<file path="config.mk">
export PLATFORM = sky130hd
export DESIGN_NAME = bidir_bus_reg
export DESIGN_NICKNAME = d
export VERILOG_FILES = /design/src/rtl/bbr_pkg.sv /design/src/rtl/bbr_rst_sync.sv /design/src/rtl/bbr_mode_dec.sv /design/src/rtl/bbr_datapath.sv /design/src/rtl/bbr_store.sv /design/src/rtl/bidir_bus_reg.sv
export SDC_FILE = /design/constraint.sdc
export NUM_CORES = 1
export LEC_CHECK = 0
export BUFFER_PORTS_ARGS = -buffer_cell sky130_fd_sc_hd__buf_2
export CAP_MARGIN = 30
export CORE_UTILIZATION = 46
export CTS_CLUSTER_DIAMETER = 60
export CTS_CLUSTER_SIZE = 30
export DETAILED_ROUTE_END_ITERATION = 6
export PLACE_DENSITY = 0.91
export REMOVE_ABC_BUFFERS = 1
export SLEW_MARGIN = 30
export SYNTH_ARGS = -nofsm -noshare
export SYNTH_HDL_FRONTEND = slang
export SYNTH_SLANG_ARGS = --single-unit
</file>
<file path="constraint.sdc">
create_clock -name clk -period 3.57 [get_ports clk]
set_clock_uncertainty 0.05 [all_clocks]
set_input_delay 1.071 -clock clk [delete_from_list [all_inputs] [get_ports clk]]
set_output_delay 1.071 -clock clk [all_outputs]
set_load 0.05 [all_outputs]
</file>
<file path="src/rtl/bbr_pkg.sv">
package bbr_pkg;
  typedef enum logic [2:0] {
    MD_SHIFT_A = 3'd0,
    MD_SHIFT_B = 3'd1,
    MD_PAR_B2A = 3'd2,
    MD_PAR_A2B = 3'd3,
    MD_RECIRC  = 3'd4
  } bbr_mode_e;
endpackage

</file>
<file path="src/rtl/bbr_rst_sync.sv">
module bbr_rst_sync #(
  parameter int STAGES = 2
) (
  input  logic clk,
  input  logic rst_n,
  output logic rst_sync_n
);
  logic [STAGES-1:0] chain_q;

  always_ff @(posedge clk or negedge rst_n) begin
    if (!rst_n) chain_q <= '0;
    else        chain_q <= {chain_q[STAGES-2:0], 1'b1};
  end

  assign rst_sync_n = chain_q[STAGES-1];
endmodule

</file>
<file path="src/rtl/bbr_mode_dec.sv">
module bbr_mode_dec
  import bbr_pkg::*;
(
  input  logic      par_sel,
  input  logic      dir_b,
  input  logic      a_en,
  input  logic      async_sel,
  output bbr_mode_e mode,
  output logic      a_oe,
  output logic      b_oe,
  output logic      flow
);
  always_comb begin
    if (!par_sel)   mode = dir_b ? MD_SHIFT_B : MD_SHIFT_A;
    else if (!dir_b) mode = MD_PAR_B2A;
    else if (a_en)   mode = MD_PAR_A2B;
    else             mode = MD_RECIRC;

    a_oe = a_en && (mode == MD_SHIFT_A || mode == MD_PAR_B2A);
    b_oe = (mode == MD_SHIFT_B) || (mode == MD_PAR_A2B) || (mode == MD_RECIRC);
    flow = async_sel && (mode == MD_PAR_B2A || mode == MD_PAR_A2B);
  end
endmodule

</file>
<file path="src/rtl/bbr_datapath.sv">
module bbr_datapath
  import bbr_pkg::*;
#(
  parameter int W = 8
) (
  input  bbr_mode_e      mode,
  input  logic           flow,
  input  logic           ser_in,
  input  logic [W-1:0]   a_in,
  input  logic [W-1:0]   b_in,
  input  logic [W-1:0]   q,
  output logic [W-1:0]   d,
  output logic           ld_en,
  output logic [W-1:0]   view
);
  localparam int MSB = W - 1;

  logic [W-1:0] shifted;
  logic [W-1:0] par_src;

  assign shifted[0] = ser_in;
  for (genvar i = 1; i <= MSB; i++) begin : g_shift
    assign shifted[i] = q[i-1];
  end

  assign par_src = (mode == MD_PAR_B2A) ? b_in : a_in;

  always_comb begin
    d     = q;
    ld_en = 1'b1;
    unique case (mode)
      MD_SHIFT_A, MD_SHIFT_B: d = shifted;
      MD_PAR_B2A, MD_PAR_A2B: d = par_src;
      default: begin
        d     = q;
        ld_en = 1'b0;
      end
    endcase
  end

  assign view = flow ? par_src : q;
endmodule

</file>
<file path="src/rtl/bbr_store.sv">
module bbr_store #(
  parameter int W = 8
) (
  input  logic         clk,
  input  logic         rst_n,
  input  logic         ld_en,
  input  logic [W-1:0] d,
  output logic [W-1:0] q
);
  always_ff @(posedge clk or negedge rst_n) begin
    if (!rst_n)     q <= '0;
    else if (ld_en) q <= d;
  end

  assert_clear_R1: assert property (@(posedge clk) $rose(rst_n) |-> (q == '0))
    else $error("register not clear after reset release");
endmodule

</file>
<file path="src/rtl/bidir_bus_reg.sv">
module bidir_bus_reg
  import bbr_pkg::*;
#(
  parameter int W         = 8,
  parameter int RST_STAGES = 2
) (
  input  logic         clk,
  input  logic         rst_n,
  input  logic         ser_in,
  input  logic         par_sel,
  input  logic         dir_b,
  input  logic         a_en,
  input  logic         async_sel,
  input  logic [W-1:0] a_in,
  input  logic [W-1:0] b_in,
  output logic [W-1:0] a_out,
  output logic         a_oe,
  output logic [W-1:0] b_out,
  output logic         b_oe
);
  logic         rst_q_n;
  bbr_mode_e    mode;
  logic         flow;
  logic [W-1:0] q_r;
  logic [W-1:0] d_n;
  logic         ld_en;
  logic [W-1:0] view;

  bbr_rst_sync #(.STAGES(RST_STAGES)) u_rst (
    .clk(clk), .rst_n(rst_n), .rst_sync_n(rst_q_n)
  );

  bbr_mode_dec u_dec (
    .par_sel(par_sel), .dir_b(dir_b), .a_en(a_en), .async_sel(async_sel),
    .mode(mode), .a_oe(a_oe), .b_oe(b_oe), .flow(flow)
  );

  bbr_datapath #(.W(W)) u_dp (
    .mode(mode), .flow(flow), .ser_in(ser_in), .a_in(a_in), .b_in(b_in),
    .q(q_r), .d(d_n), .ld_en(ld_en), .view(view)
  );

  bbr_store #(.W(W)) u_store (
    .clk(clk), .rst_n(rst_q_n), .ld_en(ld_en), .d(d_n), .q(q_r)
  );

  assign a_out = view;
  assign b_out = view;

  assert_shift_R2: assert property (@(posedge clk) disable iff (!rst_q_n)
    !par_sel |=> (q_r == {$past(q_r[W-2:0]), $past(ser_in)}))
    else $error("serial shift wrong");

  assert_serial_oe_R3: assert property (@(posedge clk) disable iff (!rst_q_n)
    !par_sel |-> ((a_oe == (a_en && !dir_b)) && (b_oe == dir_b)))
    else $error("serial enables wrong");

  assert_load_b_R4: assert property (@(posedge clk) disable iff (!rst_q_n)
    (par_sel && !dir_b) |=> (q_r == $past(b_in)))
    else $error("B load wrong");

  assert_load_a_R5: assert property (@(posedge clk) disable iff (!rst_q_n)
    (par_sel && dir_b && a_en) |=> (q_r == $past(a_in)))
    else $error("A load wrong");

  assert_recirc_R6: assert property (@(posedge clk) disable iff (!rst_q_n)
    (par_sel && dir_b && !a_en) |=> $stable(q_r))
    else $error("recirculation changed register");

  assert_flow_R7: assert property (@(posedge clk) disable iff (!rst_q_n)
    (par_sel && async_sel && !dir_b) |-> (a_out == b_in))
    else $error("flow-through does not track B");

  assert_oe_excl_R8: assert property (@(posedge clk) disable iff (!rst_q_n)
    !(a_oe && b_oe))
    else $error("both buses driven");

  assert_sync_view_R9: assert property (@(posedge clk) disable iff (!rst_q_n)
    !(par_sel && async_sel) |-> (b_out == q_r))
    else $error("clocked mode output not the stored value");
endmodule

</file>
==> impl_metrics.csv <==
group,metric,value,unit
run_status,status,"finished clean",
logic_synthesis,synth_simple_gate_area_share,17.7,%
routing,ant_nets,0,
die,die-height,45.9,um
power_and_ir_drop,powerDensity,396,nW/um2
power_and_ir_drop,sw_frac_of_total,43.7,%
setup_path,cp-start-kind,"input pin",
routing,wire_per_inst,12.5,um
sta,whs,0.0932,ns
logic_synthesis,synthTopCellsByArea,"dfrtp_1 28%, mux2_4 27%, buf_4 8.5%",
routing,firstDrtPassIters,4,
sta,maxSlewHeadroom,64.1,%
global_routing,grt_first_pass_wirelength,2890,um
global_routing,grt_pass1_vias,690,
logic_synthesis,netlist_instances,89,
routing,drc,0,
clocking,clock_path_buffers,2,
final_layout,area_growth,20.1,%
clocking,cts_resized,0,
logic_synthesis,synth_area_per_cell,9.95,um2
global_routing,grt_overflow,0,
die,initial_core_util,50.2,%
clocking,ctsRootBufferMaster,"clkbuf_4",
sta,rsz0062_at_grt,"no",
logic_synthesis,yosysTopAreaCellShare,28.2,%
final_layout,drive_gt1_share,54.1,%
logic_synthesis,ys_seq_area_share,28.2,%
die,rows,15,
logic_synthesis,synth_area_leader_cell,"dfrtp_1",
logic_synthesis,synth_edf_count,0,
logic_synthesis,synthMuxAreaShare,27.1,%
clocking,cts_tree,"yes",
final_layout,multiInputGateArea,510,um2
logic_synthesis,synth.cell_area,886,um2
power_and_ir_drop,max-vdd-ir-drop,0.000274,V
die,core_area,1760,um2
global_routing,grt_use_total,19.2,%
logic_synthesis,synth_xor_area_share,0,%
clocking,cts_buffers,3,
final_layout,diodes,0,
power_and_ir_drop,p_comb_share,50.3,%
clocking,cts_sinks,10,
logic_synthesis,synth_top_family_by_area,"multiplexers",
clocking,cts_hold_buf,0,
place,gp_congestion,0.780,
setup_path,endpoint_kind,"output pin",
die,dieArea,2110,um2
power_and_ir_drop,post-layout-total-power,421,uW
logic_synthesis,yosysMostFrequentCell,"mux2_4",
logic_synthesis,synth-seq-cells,10,
sta,fmax,289,MHz
sta,period_needed,3.46,ns
setup_path,arrival,2.34,ns
sta,setup_viol,0,
final_layout,fin_area,1060,um2
power_and_ir_drop,p_switching,184,uW
global_routing,grt_max_degree,19,
sta,worstMarginPinSlew,0.536,ns
hold_path,hold_path_class,"flip-flop to async pin",
routing,drt_wl_total,1840,um
die,dieWidth,45.9,um
power_and_ir_drop,p_leak,0.000568,uW
final_layout,fillers,169,
global_routing,antenna_found_initial,0,
logic_synthesis,synthesis.yosys.warnings,0,
setup_path,crit_required,2.45,ns
logic_synthesis,async_flop_share,100,%
logic_synthesis,ys_types,16,
power_and_ir_drop,clockPowerShare,17.6,%
place,io_buffer_count,40,
sta,slew_viol_final,0,
routing,drtIter0Drc,10,
power_and_ir_drop,cell_internal_pwr,237,uW
setup_path,cp_max_fo,8,
sta,fin_crit_sh,97.0,%
sta,setup_tns,0,ns
logic_synthesis,synth_commonest_cells,"16 x mux2_4, 10 x buf_4, 10 x dfrtp_1, 9 x nand2b_1, 9 x nor2_1",
clocking,clock_latency,0.25,ns
sta,final_hold_viol_count,0,
place,hpwlAfterDp,1440,um
clocking,ctsHtreeMaxLevel,1,
power_and_ir_drop,p_seq_share,32.1,%
logic_synthesis,synth_fa_ha_area_share,0,%
routing,vias,754,
place,post_dp_cell_area,1040,um2
clocking,path_clk_slew,0.06,ns
final_layout,regArea,250,um2
die,ios,41,
clocking,post_cts_buffers,0,
logic_synthesis,synth_compound_area_share,12.4,%
logic_synthesis,synth-main-ff-cell,"dfrtp_1",
final_layout,fin_nets,147,
routing,via_per_inst,5.13,
run,drv_cap,0,
setup_path,critPathKind,"input pin to output pin",
-- stage by stage --
step,utilization [%],std cells,setup WS (ns)
after floorplan,-,73,0.386
after global placement,59.0,144,0.131
after detailed placement,59.0,144,0.106
after CTS,60.3,147,0.104
after global routing,60.3,147,0.0652
final,60.3,147,0.106
-- sequential cells by signal, summed over array words and instances (netlist names) --
name           cells
u_rst.chain_q      2
u_store.q          8
-- power by group through the flow --
stage | sequential [uW] | clock, uW | combinational (uW)
floorplan | 134 | 0 | 156
global placement | 137 | 0 | 209
detailed placement | 137 | 0 | 212
CTS | 135 | 76.5 | 212
global route | 137 | 81.6 | 223
finish | 135 | 74.2 | 212
-- metal layers --
layer / share of wire (%) / vias to the layer above / global-route usage, %
li1: - / 366 / -
met1: 44 / 346 / 24.2
met2: 48 / 40 / 31.3
met3: 7.5 / 2 / 3.17
met4: 0.65 / 0 / 9.41
met5: 0 / - / 0
-- worst max-delay path, stage by stage --
cell,delay [ns]
buf_2,0.13
nor2b_4,0.32
mux2_4,0.34
mux2_4,0.27
buf_2,0.21
-- cells in the final DEF (no fill, tap or decap), drive strengths merged --
master / n
a21o: 8
a31oi: 8
and3: 1
buf: 46
clkbuf: 3
conb: 1
dfrtp: 10
inv: 1
mux2: 16
nand2b: 9
nand3: 8
nor2: 9
nor2b: 2
-- area by class of cell --
class	count	share of cell area (%)
multi-input combinational	62	48.0
sequential	10	23.5
timing repair buffer	46	23.1
tap	25	2.94
clock buffer	3	2.12
inverter	1	0.353
-- path summary, 6_finish.rpt --
path | from | to | slack [ns] | cells after the start
setup / recovery | dir_b | a_out[0] | 0.11 | 5
hold / removal | u_rst.chain_q[1] | u_store.q[3] | 0.09 | 0
setup reg to reg | u_store.q[6] | u_store.q[7] | 2.68 | 3
hold reg to reg | u_rst.chain_q[1] | u_store.q[3] | 0.09 | 0
max in group asynchronous | rst_n | u_rst.chain_q[1] | 2.84 | 1
min in group clk | u_rst.chain_q[0] | u_rst.chain_q[1] | 0.30 | 0
-- cell families (layout without fill, tap and decap cells) --
| logic type | count (synthesis) | count (layout) |
|---|---|---|
| AOI/OAI and AO/OA | 16 | 16 |
| DFF | 10 | 10 |
| and+or+nand+nor | 29 | 29 |
| buffers and inverters | 17 | 50 |
| other | 1 | 1 |
| muxes | 16 | 16 |
Power figures use the tool's default switching activity.
